$ cat src/rtl/smute_pkg.sv
package smute_pkg;

    localparam int COEF_W     = 16;
    localparam int COEF_FRAC  = 15;
    localparam int STEPS_OCT  = 6;

    // Q1.15 value of 10^(-k/20) for k = 0..5
    function automatic logic [COEF_W-1:0] step_mant(input int k);
        case (k)
            0:       step_mant = 16'd32768;
            1:       step_mant = 16'd29205;
            2:       step_mant = 16'd26029;
            3:       step_mant = 16'd23198;
            4:       step_mant = 16'd20675;
            default: step_mant = 16'd18427;
        endcase
    endfunction

endpackage

$ cat src/rtl/smute_sync.sv
module smute_sync #(
    parameter logic RST_VAL = 1'b1
) (
    input  logic clk,
    input  logic rst_n,
    input  logic d_i,
    output logic q_o
);
    typedef struct packed {
        logic s1;
        logic s2;
    } sync_t;

    sync_t st_d, st_q;

    always_comb begin
        st_d    = st_q;
        st_d.s1 = d_i;
        st_d.s2 = st_q.s1;
    end

    always_ff @(posedge clk or negedge rst_n) begin
        if (!rst_n) st_q <= '{s1: RST_VAL, s2: RST_VAL};
        else        st_q <= st_d;
    end

    assign q_o = st_q.s2;
endmodule

$ cat src/rtl/smute_rate.sv
module smute_rate #(
    parameter int FAST_DIV = 4,
    parameter int SLOW_DIV = 56
) (
    input  logic clk,
    input  logic rst_n,
    input  logic run_i,
    input  logic slow_i,
    output logic tick_o
);
    localparam int DIV_MAX = (SLOW_DIV > FAST_DIV) ? SLOW_DIV : FAST_DIV;
    localparam int CNT_W   = $clog2(DIV_MAX + 1);

    typedef struct packed {
        logic [CNT_W-1:0] cnt;
    } rate_t;

    rate_t            st_d, st_q;
    logic [CNT_W-1:0] last;
    logic             tick;

    always_comb begin
        last = slow_i ? CNT_W'(SLOW_DIV - 1) : CNT_W'(FAST_DIV - 1);
        tick = run_i && (st_q.cnt >= last);
        st_d = st_q;
        if (!run_i || tick) st_d.cnt = '0;
        else                st_d.cnt = st_q.cnt + CNT_W'(1);
    end

    always_ff @(posedge clk or negedge rst_n) begin
        if (!rst_n) st_q <= '0;
        else        st_q <= st_d;
    end

    assign tick_o = tick;

    generate
        if (FAST_DIV >= 2 && SLOW_DIV >= 2) begin : g_gap_chk
            AST_TICK_GAP: assert property (@(posedge clk) disable iff (!rst_n)
                tick_o |=> !tick_o);
        end
    endgenerate
endmodule

$ cat src/rtl/smute_lut.sv
module smute_lut #(
    parameter int ATT_W = 6
) (
    input  logic [ATT_W-1:0]              att_i,
    output logic [smute_pkg::COEF_W-1:0]  coef_o
);
    import smute_pkg::*;

    int idx;

    always_comb begin
        idx    = int'(att_i);
        coef_o = step_mant(idx % STEPS_OCT) >> (idx / STEPS_OCT);
    end
endmodule

$ cat src/rtl/smute_ramp.sv
module smute_ramp #(
    parameter int SW       = 16,
    parameter int ATT_MAX  = 60,
    parameter int FAST_DIV = 4,
    parameter int SLOW_DIV = 56
) (
    input  logic                   clk,
    input  logic                   rst_n,
    input  logic                   mute_req_i,
    input  logic                   ext_mute_ni,
    input  logic                   slow_sel_i,
    input  logic                   hard_cut_i,
    input  logic signed [SW-1:0]   sample_i,
    output logic [15:0]            gain_o,
    output logic signed [SW-1:0]   sample_o,
    output logic                   mute_stat_o
);
    import smute_pkg::*;

    localparam int ATT_W = $clog2(ATT_MAX + 1);
    localparam int PRD_W = SW + COEF_W + 1;

    typedef struct packed {
        logic                     stat;
        logic [ATT_W-1:0]         att;
        logic [COEF_W-1:0]        gain;
        logic signed [SW-1:0]     smp;
    } ramp_t;

    ramp_t                    st_d, st_q;
    logic                     pin_sync;
    logic                     req;
    logic [ATT_W-1:0]         att_tgt;
    logic                     run;
    logic                     tick;
    logic [COEF_W-1:0]        coef_nxt;
    logic signed [PRD_W-1:0]  prod;

    smute_sync #(.RST_VAL(1'b1)) u_sync (
        .clk   (clk),
        .rst_n (rst_n),
        .d_i   (ext_mute_ni),
        .q_o   (pin_sync)
    );

    smute_rate #(.FAST_DIV(FAST_DIV), .SLOW_DIV(SLOW_DIV)) u_rate (
        .clk    (clk),
        .rst_n  (rst_n),
        .run_i  (run),
        .slow_i (slow_sel_i),
        .tick_o (tick)
    );

    smute_lut #(.ATT_W(ATT_W)) u_lut (
        .att_i  (st_d.att),
        .coef_o (coef_nxt)
    );

    always_comb begin
        req     = mute_req_i | ~pin_sync;
        att_tgt = st_q.stat ? ATT_W'(ATT_MAX) : '0;
        run     = (st_q.att != att_tgt);
        prod    = sample_i * $signed({1'b0, st_q.gain});

        st_d      = st_q;
        st_d.stat = req;
        if (tick) begin
            if (st_q.stat) st_d.att = st_q.att + ATT_W'(1);
            else           st_d.att = st_q.att - ATT_W'(1);
        end
        st_d.gain = hard_cut_i ? '0 : coef_nxt;
        st_d.smp  = hard_cut_i ? '0 : SW'(prod >>> COEF_FRAC);
    end

    always_ff @(posedge clk or negedge rst_n) begin
        if (!rst_n) st_q <= '{stat: 1'b0, att: '0, gain: 16'd32768, smp: '0};
        else        st_q <= st_d;
    end

    assign gain_o      = st_q.gain;
    assign sample_o    = st_q.smp;
    assign mute_stat_o = st_q.stat;

    AST_ATT_RANGE: assert property (@(posedge clk) disable iff (!rst_n)
        st_q.att <= ATT_W'(ATT_MAX));
    AST_RISE_WHEN_MUTED: assert property (@(posedge clk) disable iff (!rst_n)
        $past(st_q.stat) |-> st_q.att >= $past(st_q.att));
    AST_FALL_WHEN_FREE: assert property (@(posedge clk) disable iff (!rst_n)
        !$past(st_q.stat) |-> st_q.att <= $past(st_q.att));
    AST_SINGLE_STEP: assert property (@(posedge clk) disable iff (!rst_n)
        (st_q.att != $past(st_q.att)) |->
            ((st_q.att - $past(st_q.att)) == ATT_W'(1) ||
             ($past(st_q.att) - st_q.att) == ATT_W'(1)));
    AST_CUT_SILENCE: assert property (@(posedge clk) disable iff (!rst_n)
        hard_cut_i |=> (gain_o == '0 && sample_o == '0));
    AST_STAT_FROM_BIT: assert property (@(posedge clk) disable iff (!rst_n)
        mute_req_i |=> mute_stat_o);
endmodule

$ cat config.mk
export PLATFORM = sky130hd
export DESIGN_NAME = smute_ramp
export DESIGN_NICKNAME = d
export VERILOG_FILES = /design/src/rtl/smute_pkg.sv /design/src/rtl/smute_sync.sv /design/src/rtl/smute_rate.sv /design/src/rtl/smute_lut.sv /design/src/rtl/smute_ramp.sv
export SDC_FILE = /design/constraint.sdc
export NUM_CORES = 1
export LEC_CHECK = 0
export BUFFER_PORTS_ARGS = -buffer_cell sky130_fd_sc_hd__buf_4
export CORE_UTILIZATION = 59
export CTS_BUF_LIST = sky130_fd_sc_hd__clkbuf_2 sky130_fd_sc_hd__clkbuf_4 sky130_fd_sc_hd__clkbuf_8
export DETAILED_ROUTE_END_ITERATION = 6
export PLACE_DENSITY = 0.8
export SLEW_MARGIN = 20
export SYNTH_ARGS = -nofsm -noshare
export SYNTH_HDL_FRONTEND = slang
export SYNTH_SLANG_ARGS = --single-unit
$ cat constraint.sdc
create_clock -name clk -period 6.4 [get_ports clk]
set_clock_uncertainty 0.1 [all_clocks]
set_input_delay 1.28 -clock clk [delete_from_list [all_inputs] [get_ports clk]]
set_output_delay 1.28 -clock clk [all_outputs]
set_load 0.05 [all_outputs]
Yosys cells after proc, flatten, opt, wreduce, memory -nomap -nowiden
Cells that the tools add are included.
{ "word_totals": {"wordCells": 34, "romBits": 0, "in_bits": 22, "mem_count": 0, "ff_bits": 47, "ram_bits": 0, "latchBits": 0} }
{ "op_classes": {"multipliers": 1, "bitwise": 2, "n_shift": 1, "n_eq_ne": 5, "div_mod_pow": 2, "n_lt_le_gt_ge": 1, "addsub": 3, "n_reduce_logical": 4, "mux": 8} }
{ "op_table": {"columns": ["cell", "count"], "rows": [
  ["16-bit case mux with 5 select lines", 1],
  ["32-bit by 2-bit == test with 1-bit output, second input constant", 2],
  ["7-bit by 4-bit divider with 32-bit output, second input constant", 1],
  ["32-bit by 1-bit == test with 1-bit output, second input constant", 1],
  ["32-bit by 3-bit == test with 1-bit output, second input constant", 1],
  ["32-bit logical NOT", 1],
  ["7-bit by 4-bit remainder unit with 32-bit output, second input constant", 1],
  ["16-bit two-way mux", 2],
  ["16-bit by 32-bit >> shifter with 16-bit output", 1],
  ["16-bit by 17-bit multiplier with 31-bit output", 1],
  ["6-bit two-way mux", 5],
  ["6-bit by 1-bit adder with 6-bit output, second input constant", 2],
  ["6-bit greater-or-equal comparator", 1],
  ["6-bit != test", 1],
  ["6-bit by 1-bit subtractor with 6-bit output, second input constant", 1],
  ["1-bit logical AND", 1],
  ["1-bit logical NOT", 1],
  ["1-bit logical OR", 1],
  ["1-bit inverter", 1],
  ["1-bit OR", 1]
]} }

Depth between registers and ports, before layout
{ "logic_depth": {"word_depth": 9, "depth_mapped": 25} }

Cells and area by module
Synthesis repeated with hierarchy kept, for this count alone.
{ "hier_totals": {"cells_unflattened": 1416, "hier_area_um2": 12056.6} }
{ "by_module_without_submodules": {"columns": ["mod", "cells_each", "n_inst", "area_per_inst_um2"], "rows": [
  ["smute_ramp", 1139, 1, 10137.2],
  ["smute_lut", 242, 1, 1515.2],
  ["smute_rate", 33, 1, 351.6],
  ["smute_sync", 2, 1, 52.6]
]} }

Least setup slack after synthesis
Ideal clock, no wire load.
{ "synth_timing": {"path_type": "in2reg", "start": "in sample_i[5]", "end": "reg st_q, in the netlist sample_o[14]", "cell_stages": 23, "path_buffers": 1, "setup_time_ps": 86, "t_arrival_ps": 7505, "slack_ps": -1291, "required_ps": 6214, "cell_sequence": "clkbuf_1 nand2_1 fa_1 inv_1 fa_1 inv_1 fa_1 fa_1 inv_1 fa_1 fa_1 ha_1 or4_1 a21oi_1 o211ai_1 a31o_2 a21oi_1 a211o_1 a31oi_1 o41ai_1 o21ai_0 o21a_1 nor3_1"} }
{ "synth_lines": {"columns": ["element", "line", "source"], "rows": [
  ["start, declared", "smute_ramp.sv:13", "input logic signed [SW-1:0] sample_i,"],
  ["end signal, assigned", "smute_ramp.sv:76", "if (!rst_n) st_q <= '{stat: 1'b0, att: '0, gain: 16'd32768, smp: '0};"],
  ["end signal, assigned", "smute_ramp.sv:77", "else st_q <= st_d;"],
  ["end, declared", "smute_ramp.sv:30", "ramp_t st_d, st_q;"]
]} }

==> results.sh <==
export IMPL_drtIter0Drc=964
export IMPL_fmax_mhz=143
export IMPL_cts_made_buffers=5
export IMPL_fin_util_pct=68.6
export IMPL_detailed_place_area_sq_um=12800
export IMPL_unrepaired_setup_endpoints_after_global_routing="true"
export IMPL_globalRouteOverflowTotal=0
export IMPL_timing_worst_slew_pin_value_ns=0.651
export IMPL_endpoint_kind="register"
export IMPL_synth_cell_types=89
export IMPL_groute_usage_overall_pct=31.8
export IMPL_drt_pre_antenna_iters=5
export IMPL_critPathArrivalTime_ns=7.11
export IMPL_via_total_after_detailed_routing=9732
export IMPL_design_die_area_sq_um=20500
export IMPL_clkSinkCount=47
export IMPL_fin_ws_ns=-0.608
export IMPL_fin_hold_ws_ns=0.275
export IMPL_fp_coreArea_sq_um=19500
export IMPL_fin_cells=1689
export IMPL_clock_tree_htree_level_count=2
export IMPL_whs_endpoint="u_sync.q_o$_DFF_PN1_"
export IMPL_n_fill_cell=1474
export IMPL_critical_path_reg2reg_endpoint="sample_o[15]$_DFF_PN0_"
export IMPL_synth_cells=1333
export IMPL_drt_total_wl_um=30900
export IMPL_place_gp_congestion=0.923
export IMPL_outcome="complete, but fails checks"
export IMPL_dp_cells=1664
export IMPL_worst_setup_hold_path_clk_slew_ns=0.10
export IMPL_floorplan_rows=51
export IMPL_number_of_enable_type_register_cells_in_the_synthesized_netlist=0
export IMPL_die_height_um=143
export IMPL_critPathRequiredTime_ns=6.51
export IMPL_synth_top_family_by_area="adder cells"
export IMPL_leading_cell_type_in_the_layout_fill_and_taps_excluded="inv_1"
export IMPL_largest_net_degree_at_the_start_of_global_routing=48
export IMPL_vias_per_cell=5.76
export IMPL_reg2reg_setup_slack_ns=-0.05
export IMPL_area_of_all_placed_cells_without_fillers_sq_um=13300
export IMPL_worst_r2r_startpoint="gain_o[3]$_DFF_PN0_"
export IMPL_yosysTopAreaCell="fa_1"
export IMPL_timing_final_setup_violations=13
export IMPL_place_hpwl_um=24500
export IMPL_fp_dieW_um=143
export IMPL_synth_adder_area_share_pct=45.6
export IMPL_r2r_worst_path_cells=25
export IMPL_placement_io_buffers=54
export IMPL_failed_checks="setup timing"
export IMPL_ratio_of_cells_with_drive_above_1_in_the_final_layout_pct=19.2
export IMPL_cts_tree="built"
export IMPL_routedWlPerCell_um=18.3
export IMPL_synth_ff_latch_count=47
export IMPL_fraction_of_the_mapped_netlist_area_in_compound_gates_pct=11.6
export IMPL_hold_start="u_sync.st_d[0]$_DFF_PN1_"
export IMPL_top_level_ports=55
export IMPL_synth_mux_area_share_pct=0.383
export IMPL_drt_drc_violations_left=0
export IMPL_syn_to_final_growth_pct=13.6
export IMPL_grt_pass1_vias=10200
export IMPL_number_of_max_cap_violations=0
export IMPL_clock_latency_ns=0.31
export IMPL_clk_path_buf_depth=2
export IMPL_hold_path_class="reg -> reg"
export IMPL_max_slew_margin_pct=56.6
export IMPL_initial_utilization_pct=60.4
export IMPL_antenna_found_initial=0
export IMPL_synth_simple_gate_area_share_pct=18.4
export IMPL_yosysWarningCount=0
export IMPL_antenna_violating_nets_left=0
export IMPL_cts_hold_repair_buffers=0
export IMPL_critPathKind="in -> reg"
export IMPL_drv_slew=0
export IMPL_post_route_min_period_ns=7.01
export IMPL_nets=1757
export IMPL_critical_path_peak_fanout=4
export IMPL_hold_depth=0
export IMPL_synth_nets=1667
export IMPL_final_critical_path_share_of_the_clock_period_pct=110
export IMPL_synth_area_per_cell_sq_um=8.81
export IMPL_synthXorXnorAreaFrac_pct=2.31
export IMPL_timing_final_hold_violations=0
export IMPL_first_pass_grt_wire_length_um=50300
export IMPL_synth_async_reset_ratio_pct=100
export IMPL_ys_seq_area_share_pct=10.0
export IMPL_most_common_layout_cells="inv_1 (230), fa_1 (192), nand2_1 (165)"
export IMPL_synthDominantCellAreaShare_pct=33.1
export IMPL_antenna_diode_count=0
export IMPL_clk_root_buffer_cell="clkbuf_8"
export IMPL_worst_setup_path_start_kind="primary input"
export IMPL_mappedNetlistArea_sq_um=11700
export IMPL_synth_top_cells_by_area="fa_1 (33%), ha_1 (13%), dfrtp_1 (9.4%)"
export IMPL_ys_dominant_reg_cell="dfrtp_1"
==> layout make-up <==
type / instances / area (sq um) / share of cell area [%]
Timing Repair Buffer: 166 / 1390 / 10.4
Multi-Input combinational cell: 963 / 9450 / 70.8
Inverter: 240 / 901 / 6.75
Clock buffer: 6 / 76.3 / 0.572
Clock inverter: 2 / 12.5 / 0.0938
Tap cell: 265 / 332 / 2.48
Sequential cell: 47 / 1180 / 8.84
==> layer usage <==
metal	GRT usage, %	routed length, um	up-vias
met2	52.8	15100	434
li1	-	-	4397
met4	11.5	907	0
met5	0	0	-
met3	4.02	2230	87
met1	42.6	12700	4814
==> per-stage QoR <==
step                      setup TNS, ns  setup WS, ns
after floorplan                   -3.13        -0.574
after global placement            -8.00        -0.889
after detailed placement         -10.34         -1.10
after CTS                         -5.41        -0.622
after global routing              -8.27        -0.863
final                             -5.08        -0.608
==> sequential cells by signal, summed over array words and instances (netlist names) <==
| register | flops |
|---|---|
| gain_o | 16 |
| mute_stat_o | 1 |
| sample_o | 16 |
| st_q | 6 |
| u_rate.st_q | 6 |
| u_sync.q_o | 1 |
| u_sync.st_d | 1 |
==> cells by family (layout without fill, tap and decap cells) <==
group / after synthesis / in the layout
mux: 4 / 4
buf+inv: 323 / 414
xor+xnor: 31 / 31
flops: 47 / 47
compound gates: 177 / 177
simple gates: 439 / 439
fa+ha+maj: 312 / 312
==> cells in the mapped netlist, types with 5 or more instances <==
| cell type | count |
|---|---|
| inv_1 | 238 |
| fa_1 | 194 |
| nand2_1 | 184 |
| ha_1 | 118 |
| and2_1 | 93 |
| nor2_1 | 52 |
| dfrtp_1 | 44 |
| clkbuf_1 | 39 |
| buf_4 | 34 |
| a21oi_1 | 27 |
| nor3_1 | 27 |
| o21ai_0 | 22 |
| nand3_1 | 21 |
| xnor2_1 | 20 |
| nand2b_1 | 19 |
| a211oi_1 | 15 |
| xor2_1 | 11 |
| a21o_1 | 10 |
| o21a_1 | 9 |
| and3_1 | 8 |
| o211ai_1 | 8 |
| buf_2 | 7 |
| o31ai_1 | 7 |
| a211o_1 | 6 |
| a31oi_1 | 6 |
| o22ai_1 | 6 |
| o21ai_1 | 5 |
==> what timing repair did <==
item                                    4_1_cts  5_1_grt
resized for setup                            31       40
endpoints found under the setup margin       13       14
pin swaps                                    31       40
cloned                                        0        0
buffers inserted                             13        8
==> critical path, cell delays in order <==
cell and delay (ns):
buf_12 0.08, buf_6 0.09, buf_6 0.10, nand2_1 0.08
fa_1 0.53, inv_1 0.06, fa_1 0.56, fa_1 0.44
fa_1 0.49, inv_1 0.05, fa_1 0.53, inv_1 0.06
fa_2 0.46, ha_1 0.21, a21o_1 0.20, a21oi_4 0.16
o211ai_1 0.13, a31o_2 0.25, a21oi_2 0.17, a211o_1 0.24
a31oi_4 0.13, o41ai_4 0.41, o21ai_2 0.12, buf_4 0.15
nand2_2 0.04, o211ai_1 0.07
==> how the worst max path moves through the flow <==
stage / from / endpoint / slack, ns / depth (start not counted)
finish: sample_i[3] / sample_o[15]$_DFF_PN0_ / -0.61 / 26
global route: sample_i[3] / sample_o[15]$_DFF_PN0_ / -0.86 / 27
CTS: sample_i[6] / sample_o[14]$_DFF_PN0_ / -0.62 / 26
detailed placement: sample_i[4] / sample_o[14]$_DFF_PN0_ / -1.10 / 25
global placement: sample_i[6] / sample_o[14]$_DFF_PN0_ / -0.89 / 24
floorplan: sample_i[1] / sample_o[14]$_DFF_PN0_ / -0.57 / 25
Power is not shown: default switching activity piles up to over one toggle a cycle in this logic, so the estimate is an artifact.
